`config.mk`:
```
export PLATFORM = sky130hd
export DESIGN_NAME = ledr_lut_cell
export DESIGN_NICKNAME = d
export VERILOG_FILES = /design/src/rtl/ledr_pkg.sv /design/src/rtl/ledr_phase_decode.sv /design/src/rtl/ledr_lut_select.sv /design/src/rtl/ledr_token_reg.sv /design/src/rtl/ledr_lut_cell.sv
export SDC_FILE = /design/constraint.sdc
export NUM_CORES = 1
export LEC_CHECK = 0
export BUFFER_PORTS_ARGS = -buffer_cell sky130_fd_sc_hd__buf_2
export CORE_AREA = 8 8 45 47
export DETAILED_ROUTE_END_ITERATION = 10
export DIE_AREA = 0 0 53 55
export HOLD_SLACK_MARGIN = 0.15
export PLACE_DENSITY_LB_ADDON = 0.1
export SYNTH_ARGS = -nofsm -noshare
export SYNTH_HDL_FRONTEND = slang
export SYNTH_HIERARCHICAL = 1
export SYNTH_SLANG_ARGS = --single-unit
```
`constraint.sdc`:
```
create_clock -name clk -period 1.25 [get_ports clk]
set_input_delay 0.25 -clock clk [delete_from_list [all_inputs] [get_ports clk]]
set_output_delay 0.25 -clock clk [all_outputs]
set_load 0.01 [all_outputs]
```
`src/rtl/ledr_pkg.sv`:
```
package ledr_pkg;
   typedef enum logic {
      SEL_ANDOR = 1'b0,
      SEL_INDEX = 1'b1
   } sel_style_e;

   function automatic logic token_phase(input logic v, input logic p);
      return v ^ p;
   endfunction
endpackage

```
`src/rtl/ledr_phase_decode.sv`:
```
module ledr_phase_decode #(
   parameter int K = 2
) (
   input  logic [K-1:0] in_val,
   input  logic [K-1:0] in_par,
   output logic         valid,
   output logic         phase
);
   import ledr_pkg::*;

   logic [K-1:0] ph_vec;

   for (genvar i = 0; i < K; i++) begin : g_ph
      assign ph_vec[i] = token_phase(in_val[i], in_par[i]);
   end

   // all equal: either every phase bit low or every phase bit high
   assign valid = (&ph_vec) | ~(|ph_vec);
   assign phase = ph_vec[0];
endmodule

```
`src/rtl/ledr_lut_select.sv`:
```
module ledr_lut_select #(
   parameter int                   K     = 2,
   parameter ledr_pkg::sel_style_e STYLE = ledr_pkg::SEL_ANDOR,
   localparam int                  NE    = 1 << K
) (
   input  logic          en,
   input  logic [K-1:0]  idx,
   input  logic [NE-1:0] cfg,
   output logic          value
);
   import ledr_pkg::*;

   if (STYLE == SEL_ANDOR) begin : g_andor
      logic [NE-1:0] line;
      for (genvar j = 0; j < NE; j++) begin : g_line
         assign line[j] = en && (idx == K'(j));
      end
      assign value = |(cfg & line);
   end else begin : g_index
      assign value = en ? cfg[idx] : 1'b0;
   end
endmodule

```
`src/rtl/ledr_token_reg.sv`:
```
module ledr_token_reg (
   input  logic clk,
   input  logic rst_n,
   input  logic valid,
   input  logic phase,
   input  logic new_val,
   output logic y_val,
   output logic y_par,
   output logic out_ph
);
   logic take;

   assign out_ph = y_val ^ y_par;
   assign take   = valid && (phase != out_ph);

   always_ff @(posedge clk or negedge rst_n) begin
      if (!rst_n) begin
         y_val <= 1'b0;
         y_par <= 1'b0;
      end else if (take) begin
         y_val <= new_val;
         y_par <= new_val ^ phase;
      end
   end
endmodule

```
`src/rtl/ledr_lut_cell.sv`:
```
module ledr_lut_cell #(
   parameter int                   K     = 2,
   parameter ledr_pkg::sel_style_e STYLE = ledr_pkg::SEL_ANDOR,
   localparam int                  NE    = 1 << K
) (
   input  logic          clk,
   input  logic          rst_n,
   input  logic [K-1:0]  in_val,
   input  logic [K-1:0]  in_par,
   input  logic [NE-1:0] cfg,
   output logic          y_val,
   output logic          y_par,
   output logic          ack
);
   if (K < 1 || K > 6) begin : g_bad_k
      $error("ledr_lut_cell: K must lie in 1..6");
   end

   logic valid;
   logic phase;
   logic out_ph;
   logic sel_val;

   ledr_phase_decode #(.K(K)) dec_i (
      .in_val (in_val),
      .in_par (in_par),
      .valid  (valid),
      .phase  (phase)
   );

   ledr_lut_select #(.K(K), .STYLE(STYLE)) sel_i (
      .en    (valid),
      .idx   (in_val),
      .cfg   (cfg),
      .value (sel_val)
   );

   ledr_token_reg tok_i (
      .clk     (clk),
      .rst_n   (rst_n),
      .valid   (valid),
      .phase   (phase),
      .new_val (sel_val),
      .y_val   (y_val),
      .y_par   (y_par),
      .out_ph  (out_ph)
   );

   assign ack = valid && (phase == out_ph);
endmodule

```
# Word-level counts from Yosys, hierarchy flattened
# Cells that the tools add are included.
# classes
add_sub_neg	0
n_mul	0
n_div	0
n_lt_le_gt_ge	0
n_eq_ne	5
shift	0
muxes	0
n_bitwise	7
n_reduce_logical	10
# op_table
cell	count
logical AND 1 bit	6
bitwise AND 4 bit	1
equality test 2 bit, second input constant	2
OR reduction 4 bit	1
XOR 1 bit	4
equality test 2 x 1 -> 1 bit, second input constant	1
logical NOT 2 bit	1
AND reduction 2 bit	1
OR reduction 2 bit	1
equality test 1 bit	1
!= test 1 bit	1
NOT 1 bit	1
bitwise OR 1 bit	1
# word_totals
reg_bits	2
latchBits	0
ram_bits	0
rom_bits	0
in_bits	10
out_inout_bits	3
wordCells	24
mem_count	0

# Longest topological paths before layout
# Gate-level depths: netlist (run 1).
# depth
depth_word	8
mapped_depth	6
depth_no_buf	6

# By module
# The synthesis (run 1) kept the hierarchy.
# by_module_without_submodules
mod	instances	cells_each	area_each_um2	seq_area_each_um2
ledr_token_reg	1	14	122.6	50.0
ledr_phase_decode	1	3	33.8	0.0
ledr_lut_select	1	2	28.8	0.0
ledr_lut_cell	1	2	15.0	0.0

# Worst setup path after synthesis (run 1)
# No wires, ideal clock.
# synth_path
path_type	input port to flip-flop
from	input in_par[0]
to	register tok_i.y_par
setup_time_ns	0.138
t_arrival_ns	1.391
t_required_ns	1.112
setup_slack_ns	-0.278
path_stages	6
n_path_buf	0
cell_sequence	xor2_2 xnor2_1 and2_1 or2b_1 a21oi_1 a211oi_1
# synth_between
elab_chain_cells	8
word_cells_on_any_way	14
classes_between	1 x eq/ne; 5 x bitwise; 8 x reduce/logical
# synth_rtl
item	line_no	source
start, declared	ledr_lut_cell.sv:9	input logic [K-1:0] in_par,
XOR 1 bit *	ledr_pkg.sv:8	return v ^ p;
OR reduction 2 bit	ledr_phase_decode.sv:18	assign valid = (&ph_vec) | ~(|ph_vec);
NOT 1 bit	ledr_phase_decode.sv:18	
bitwise OR 1 bit *	ledr_phase_decode.sv:18	
named net valid	ledr_lut_cell.sv:19	logic valid;
logical AND 1 bit	ledr_lut_select.sv:16	assign line[j] = en && (idx == K'(j));
bitwise AND 4 bit *	ledr_lut_select.sv:18	assign value = |(cfg & line);
OR reduction 4 bit *	ledr_lut_select.sv:18	
named net sel_val	ledr_lut_cell.sv:22	logic sel_val;
XOR 1 bit *	ledr_token_reg.sv:22	y_par <= new_val ^ phase;
end signal, assigned	ledr_token_reg.sv:22	
end, declared	ledr_token_reg.sv:8	output logic y_par,
# The timed path passes the listed nets; every way through them passes the cells marked *.
# A chain may end at the register's enable or synchronous reset.

# Final worst setup path (run 1)
# layout_path
from	register tok_i.y_par
to	output ack
# layout_between
elab_chain_cells	3
# layout_rtl
item	line_no	source
XOR 1 bit	ledr_token_reg.sv:13	assign out_ph = y_val ^ y_par;
named net out_ph	ledr_lut_cell.sv:21	logic out_ph;
equality test 1 bit	ledr_lut_cell.sv:49	assign ack = valid && (phase == out_ph);
logical AND 1 bit	ledr_lut_cell.sv:49	
end, declared	ledr_lut_cell.sv:13	output logic ack
# The timed path passes the listed nets, and every way through them passes these cells.

==> summary.md, run 1 <==
| Metric | Value |
|---|---|
| Syn. warnings | `6` |
| Seq/Total Area, Yosys | `0.250` |
| Post-Syn Area | `200 µm²` |
| Core Area | `1380 µm²` |
| Largest net degree at the start of global routing | `7` |
| H-tree levels | `1` |
| TritonCTS Buffers | `3` |
| Drt total wl | `652 µm` |
| DR top layer | `met3` |
| Tot GR Track Use | `0.0504` |
| Routability congestion estimate | `0.617` |
| Final Net Count | `53` |
| Clk_lat worst skew | `0.22 ns` |
| Pleak | `0.185 nW` |
| Grt ovf | `0` |
| Fin. Hold Viols | `0` |
| CTS tree | `built` |
| Die Span Y | `55 µm` |
| Yosys cell types | `14` |
| Commonest cells post-synth | `a21oi_1, xor2_1, and2_1, dfrtp_1, xnor2_1` |
| Root Buffer | `clkbuf_4` |
| Non-Filler Cell Area, Final | `425 µm²` |
| Final Max Slew Viols | `0` |
| Worst Path Class, Setup | `reg -> out` |
| DRC | `0` |
| #FFs+latches synth | `2` |
| Worst slew margin relative to its limit | `0.885` |
| Final setup vio count | `1` |
| Fin crit period | `1.45 ns` |
| Worst-Margin Slew | `0.173 ns` |
| Initial DRC count | `0` |
| Number of global-route vias before repair | `295` |
| Post-synth top flop | `dfrtp_1` |
| RSZ-0062 raised after global routing | `true` |
| # diodes | `0` |
| Tightest Hold Check Type | `in -> async` |
| Pwr/cell area | `1760 nW/µm²` |
| First-pass iteration count of the detailed router | `1` |
| WP data required | `1.00 ns` |
| Post-synth top area share | `0.250` |
| Vias post-DR | `232` |
| Avg Cell Area, Syn | `9.53 µm²` |
| Initial antenna violation count | `0` |
| Worst VDD drop | `0.350 mV` |
| Syn Nets | `31` |
| Max Cap Violations | `0` |
| Syn-to-layout area delta | `113%` |
| CP Capture Type | `output port` |
| Run status | `finished, violations left` |
| Crit path max fanout | `2` |
| Clock skew | `0.000828 ns` |
| Cell taking the most area after synthesis | `dfrtp_1` |
| Number of synthesized flops with an enable pin | `0` |
| Asr flop ratio synth | `1.00` |
| Post-route ant nets | `0` |
| Core Rows | `14` |
| Final core utilization | `0.307` |
| # fillers | `155` |
| Data arrival, critical path | `1.20 ns` |
| DR WL met3 | `39 µm` |
| First-pass GRT wire length | `1060 µm` |
| Die width | `53 µm` |
| Fmax | `688 MHz` |
| Cells taking the most area after synthesis | `dfrtp_1, xor2_1, mux4_2, xnor2_1, xor2_2` |
| Wire per inst | `11.4 µm` |
| Starting density of the core | `0.145` |
| Clock tree buffer depth | `2` |
| IO buf count | `12` |
| Die area | `2920 µm²` |
| Clock sink total | `2` |
| Synth Instances | `21` |
| Share of cells above drive strength 1 | `0.756` |
| Met2 Wirelength | `380 µm` |
| Worst setup margin | `-0.204 ns` |
| Vias/cell | `4.07` |
| Critical path launch point type | `flip-flop` |
| Top Ports | `13` |
| Placed inst area | `339 µm²` |
| Failing checks | `setup timing` |
| DP HPWL | `538 µm` |
| M1 WL | `232 µm` |
| Post-route clock period utilization | `1.16` |
| Clock transition at the registers of the reported paths | `0.03 ns` |
## routing by layer
metal / vias to the layer above / global-route usage
li1: 112 / -
met1: 110 / 0.0412
met2: 10 / 0.0938
met3: 0 / 0.0214
met4: 0 / 0.0388
met5: - / 0
## worst max-delay path, stage by stage (launching register included)
cell     delay [ns]
dfrtp_1        0.40
xor2_2         0.19
xnor2_1        0.12
and2_1         0.15
buf_2          0.13
## layout make-up
type / count / area, µm² / share of cell area
tap: 16 / 20.0 / 0.0471
multi-input combinational: 19 / 216 / 0.509
clock buffer: 3 / 22.5 / 0.0529
timing repair buffer: 17 / 116 / 0.274
sequential: 2 / 50.0 / 0.118
## state kept, by name, indices dropped and copies added, names as in the netlist
name,count
tok_i/y_val,1
tok_i/y_par,1
## stage by stage
stage	cells	power (mW)	setup slack, ns	TNS (ns)	hold WS, ns
final	57	0.747	-0.204	-0.204	0.351
after global routing	57	0.820	-0.271	-0.337	0.354
after CTS	58	0.733	-0.194	-0.223	0.347
after detailed placement	53	0.514	-0.386	-0.793	0.0355
after global placement	53	0.515	-0.344	-0.740	0.0336
after floorplan	21	0.341	-0.103	-0.143	-0.0456
## cell usage in the layout (no fill, tap or decap), types with 2 or more instances in the layout
master     n
a21oi_2    2
clkbuf_4   3
xor2_2     2
dfrtp_1    2
buf_4      4
buf_2     10
## worst paths after layout
check	from	endpoint	slack (ns)	cells past startpoint
setup / recovery	tok_i/y_par	ack	-0.20	4
hold / removal	rst_n	tok_i/y_val	0.35	2
setup reg to reg	tok_i/y_val	tok_i/y_par	0.13	4
hold reg to reg	tok_i/y_val	tok_i/y_par	0.67	2
max in group asynchronous	rst_n	tok_i/y_par	0.81	2
min in group clk	in_val[0]	tok_i/y_par	0.62	5
## power breakdown
| part | internal [mW] | switching (mW) | total, mW |
|---|---|---|---|
| Sequential | 0.0953 | 0.0309 | 0.126 |
| Combinational | 0.257 | 0.228 | 0.485 |
| Clock | 0.105 | 0.0309 | 0.136 |
## kinds of logic after synthesis
logic type | count (synthesis) | synth area share
simple gates | 7 | 0.200
xor+xnor | 6 | 0.300
compound gates | 5 | 0.137
flops | 2 | 0.250
mux | 1 | 0.112
## timing repair
action,in CTS,in global routing
endpoints found under the hold margin,2,0
pin swaps,4,3
hold buffers,1,0
gates resized for setup,7,5
gates cloned,0,0
setup buffers,1,0
setup endpoints to repair,3,4
Note: power is estimated with default switching activity, not from simulation.
==> run 2: changes to the inputs <==
- GPL_TIMING_DRIVEN: not set -> 0
==> summary.md, run 2 (synthesis gave the netlist of run 1 again) <==
| Metric | Value |
|---|---|
| Run status | `finished, violations left` |
| Failing checks | `setup timing` |
| Wire per inst | `10.3 µm` |
| Final Max Slew Viols | `0` |
| Worst slew margin relative to its limit | `0.817` |
| Largest net degree at the start of global routing | `7` |
| DRC | `0` |
| First-pass GRT wire length | `862 µm` |
| Worst Path Class, Setup | `reg -> out` |
| Max Cap Violations | `0` |
| IO buf count | `12` |
| Final core utilization | `0.316` |
| Net Sw Frac | `0.378` |
| R2R depth | `4` |
| Clk_lat worst skew | `0.22 ns` |
| Top flop regs | `tok_i/y_par x1, tok_i/y_val x1` |
| WP data required | `1.00 ns` |
| Final Non-Filler Cells | `58` |
| Cells after DPL | `49` |
| Pleak | `0.192 nW` |
| Worst-Margin Slew | `0.274 ns` |
| Die Span Y | `55 µm` |
| Syn-to-layout area delta | `118%` |
| Grt ovf | `0` |
| Clock sink total | `2` |
| Initial antenna violation count | `0` |
| Pre-CTS setup slack | `-0.385 ns` |
| Bufs and invs on worst path | `1` |
| Share of cells above drive strength 1 | `0.738` |
| Pwr/cell area | `1650 nW/µm²` |
| Critical R2R Launch | `tok_i/y_val` |
| FF-to-FF End | `tok_i/y_par` |
| Delay of the slowest cell on the worst path | `0.40 ns` |
| Critical path depth | `4` |
| H-tree levels | `1` |
| # diodes | `0` |
| Tightest Hold Check Type | `in -> async` |
| R2r setup slk | `0.12 ns` |
| Drt total wl | `595 µm` |
| Core Area | `1380 µm²` |
| CTS tree | `built` |
| Reg power frac | `0.168` |
| TritonCTS Buffers | `3` |
| Power Internal | `0.449 mW` |
| Clock power frac | `0.192` |
| Worst setup margin | `-0.182 ns` |
| Fin crit period | `1.43 ns` |
| Root Buffer | `clkbuf_4` |
| Worst VDD drop | `0.304 mV` |
| Critical path launch point type | `flip-flop` |
| Final setup vio count | `2` |
| Crit-path cells | `xor2_1, xnor2_1, and2_1, buf_2` |
| Most frequent cells in the layout | `buf_2, buf_4, clkbuf_4` |
| Vias/cell | `4.07` |
| Fin. Hold Viols | `0` |
| Critical Path Slowest Stage Cell | `dfrtp_2` |
| Crit path max fanout | `2` |
| Pwr Total | `0.721 mW` |
| CP Capture Type | `output port` |
| Vias post-DR | `236` |
| Die area | `2920 µm²` |
| Combinational share of power | `0.640` |
| Commonest non-fill, non-tap cell in the layout | `buf_2` |
| Die width | `53 µm` |
| Initial DRC count | `0` |
| Data arrival, critical path | `1.18 ns` |
| Post-route clock period utilization | `1.15` |
| DP HPWL | `431 µm` |
| Final Net Count | `54` |
| Top Ports | `13` |
| Tot GR Track Use | `0.0394` |
| Number of global-route vias before repair | `223` |
| First-pass iteration count of the detailed router | `1` |
| P_sw | `0.272 mW` |
| Routability congestion estimate | `0.603` |
| Core Rows | `14` |
| Clock tree buffer depth | `2` |
| RSZ-0062 raised after global routing | `true` |
| Critical path's top delay family | `flip-flops` |
| Clock transition at the registers of the reported paths | `0.03 ns` |
| Post-route ant nets | `0` |
| Clock skew | `0.00191 ns` |
| Starting density of the core | `0.145` |
| Worst hold margin | `0.346 ns` |
| Fmax | `698 MHz` |
-- run 2: through the flow --
stage               setup TNS, ns  instance area, µm²
floorplan                  -0.143                 229
global placement           -0.801                 309
detailed placement         -0.806                 309
CTS                        -0.389                 358
global route               -0.381                 437
finish                     -0.271                 437
-- run 2: layout make-up --
type	count	area (µm²)
Tap cell	16	20.0
Clock buffer	3	22.5
Sequential cell	2	51.3
Timing Repair Buffer	18	128
Multi-Input combinational cell	19	215
Fill cell	150	947
-- run 2: how the worst max path moves through the flow --
stage / startpoint / to / slack, ns
3_5_place_dp: in_val[0] / tok_i/y_par / -0.38
5_1_grt: tok_i/y_val / ack / -0.24
4_1_cts: tok_i/y_par / ack / -0.19
2_1_floorplan: in_par[0] / tok_i/y_par / -0.10
6_report: tok_i/y_val / ack / -0.18
3_3_place_gp: in_val[0] / tok_i/y_par / -0.38
-- run 2: what timing repair did --
item / 4_1_cts / 5_1_grt
setup buffers: 2 / 3
endpoints found under the setup margin: 3 / 3
endpoints found under the hold margin: 2 / 0
hold buffers: 1 / 0
gates resized for setup: 1 / 13
pin swaps: 1 / 7
-- run 2: worst register-to-register path, stage by stage, from the launching register on --
cell and delay, ns:
dfrtp_2 0.40, buf_4 0.16, or2b_1 0.24, a21oi_2 0.15
a211oi_2 0.05
-- run 2: power groups by stage --
| stage | Sequential (mW) | Combinational [mW] | Clock, mW |
|---|---|---|---|
| final | 0.121 | 0.461 | 0.138 |
| after global routing | 0.125 | 0.508 | 0.154 |
| after CTS | 0.122 | 0.374 | 0.148 |
| after detailed placement | 0.145 | 0.299 | 0 |
| after global placement | 0.147 | 0.297 | 0 |
| after floorplan | 0.152 | 0.189 | 0 |
-- run 2: metal layers --
metal,track usage,share of wire
met1,0.0443,0.45
met2,0.0645,0.51
met3,0.0107,0.037
met4,0.0259,0
met5,0,0
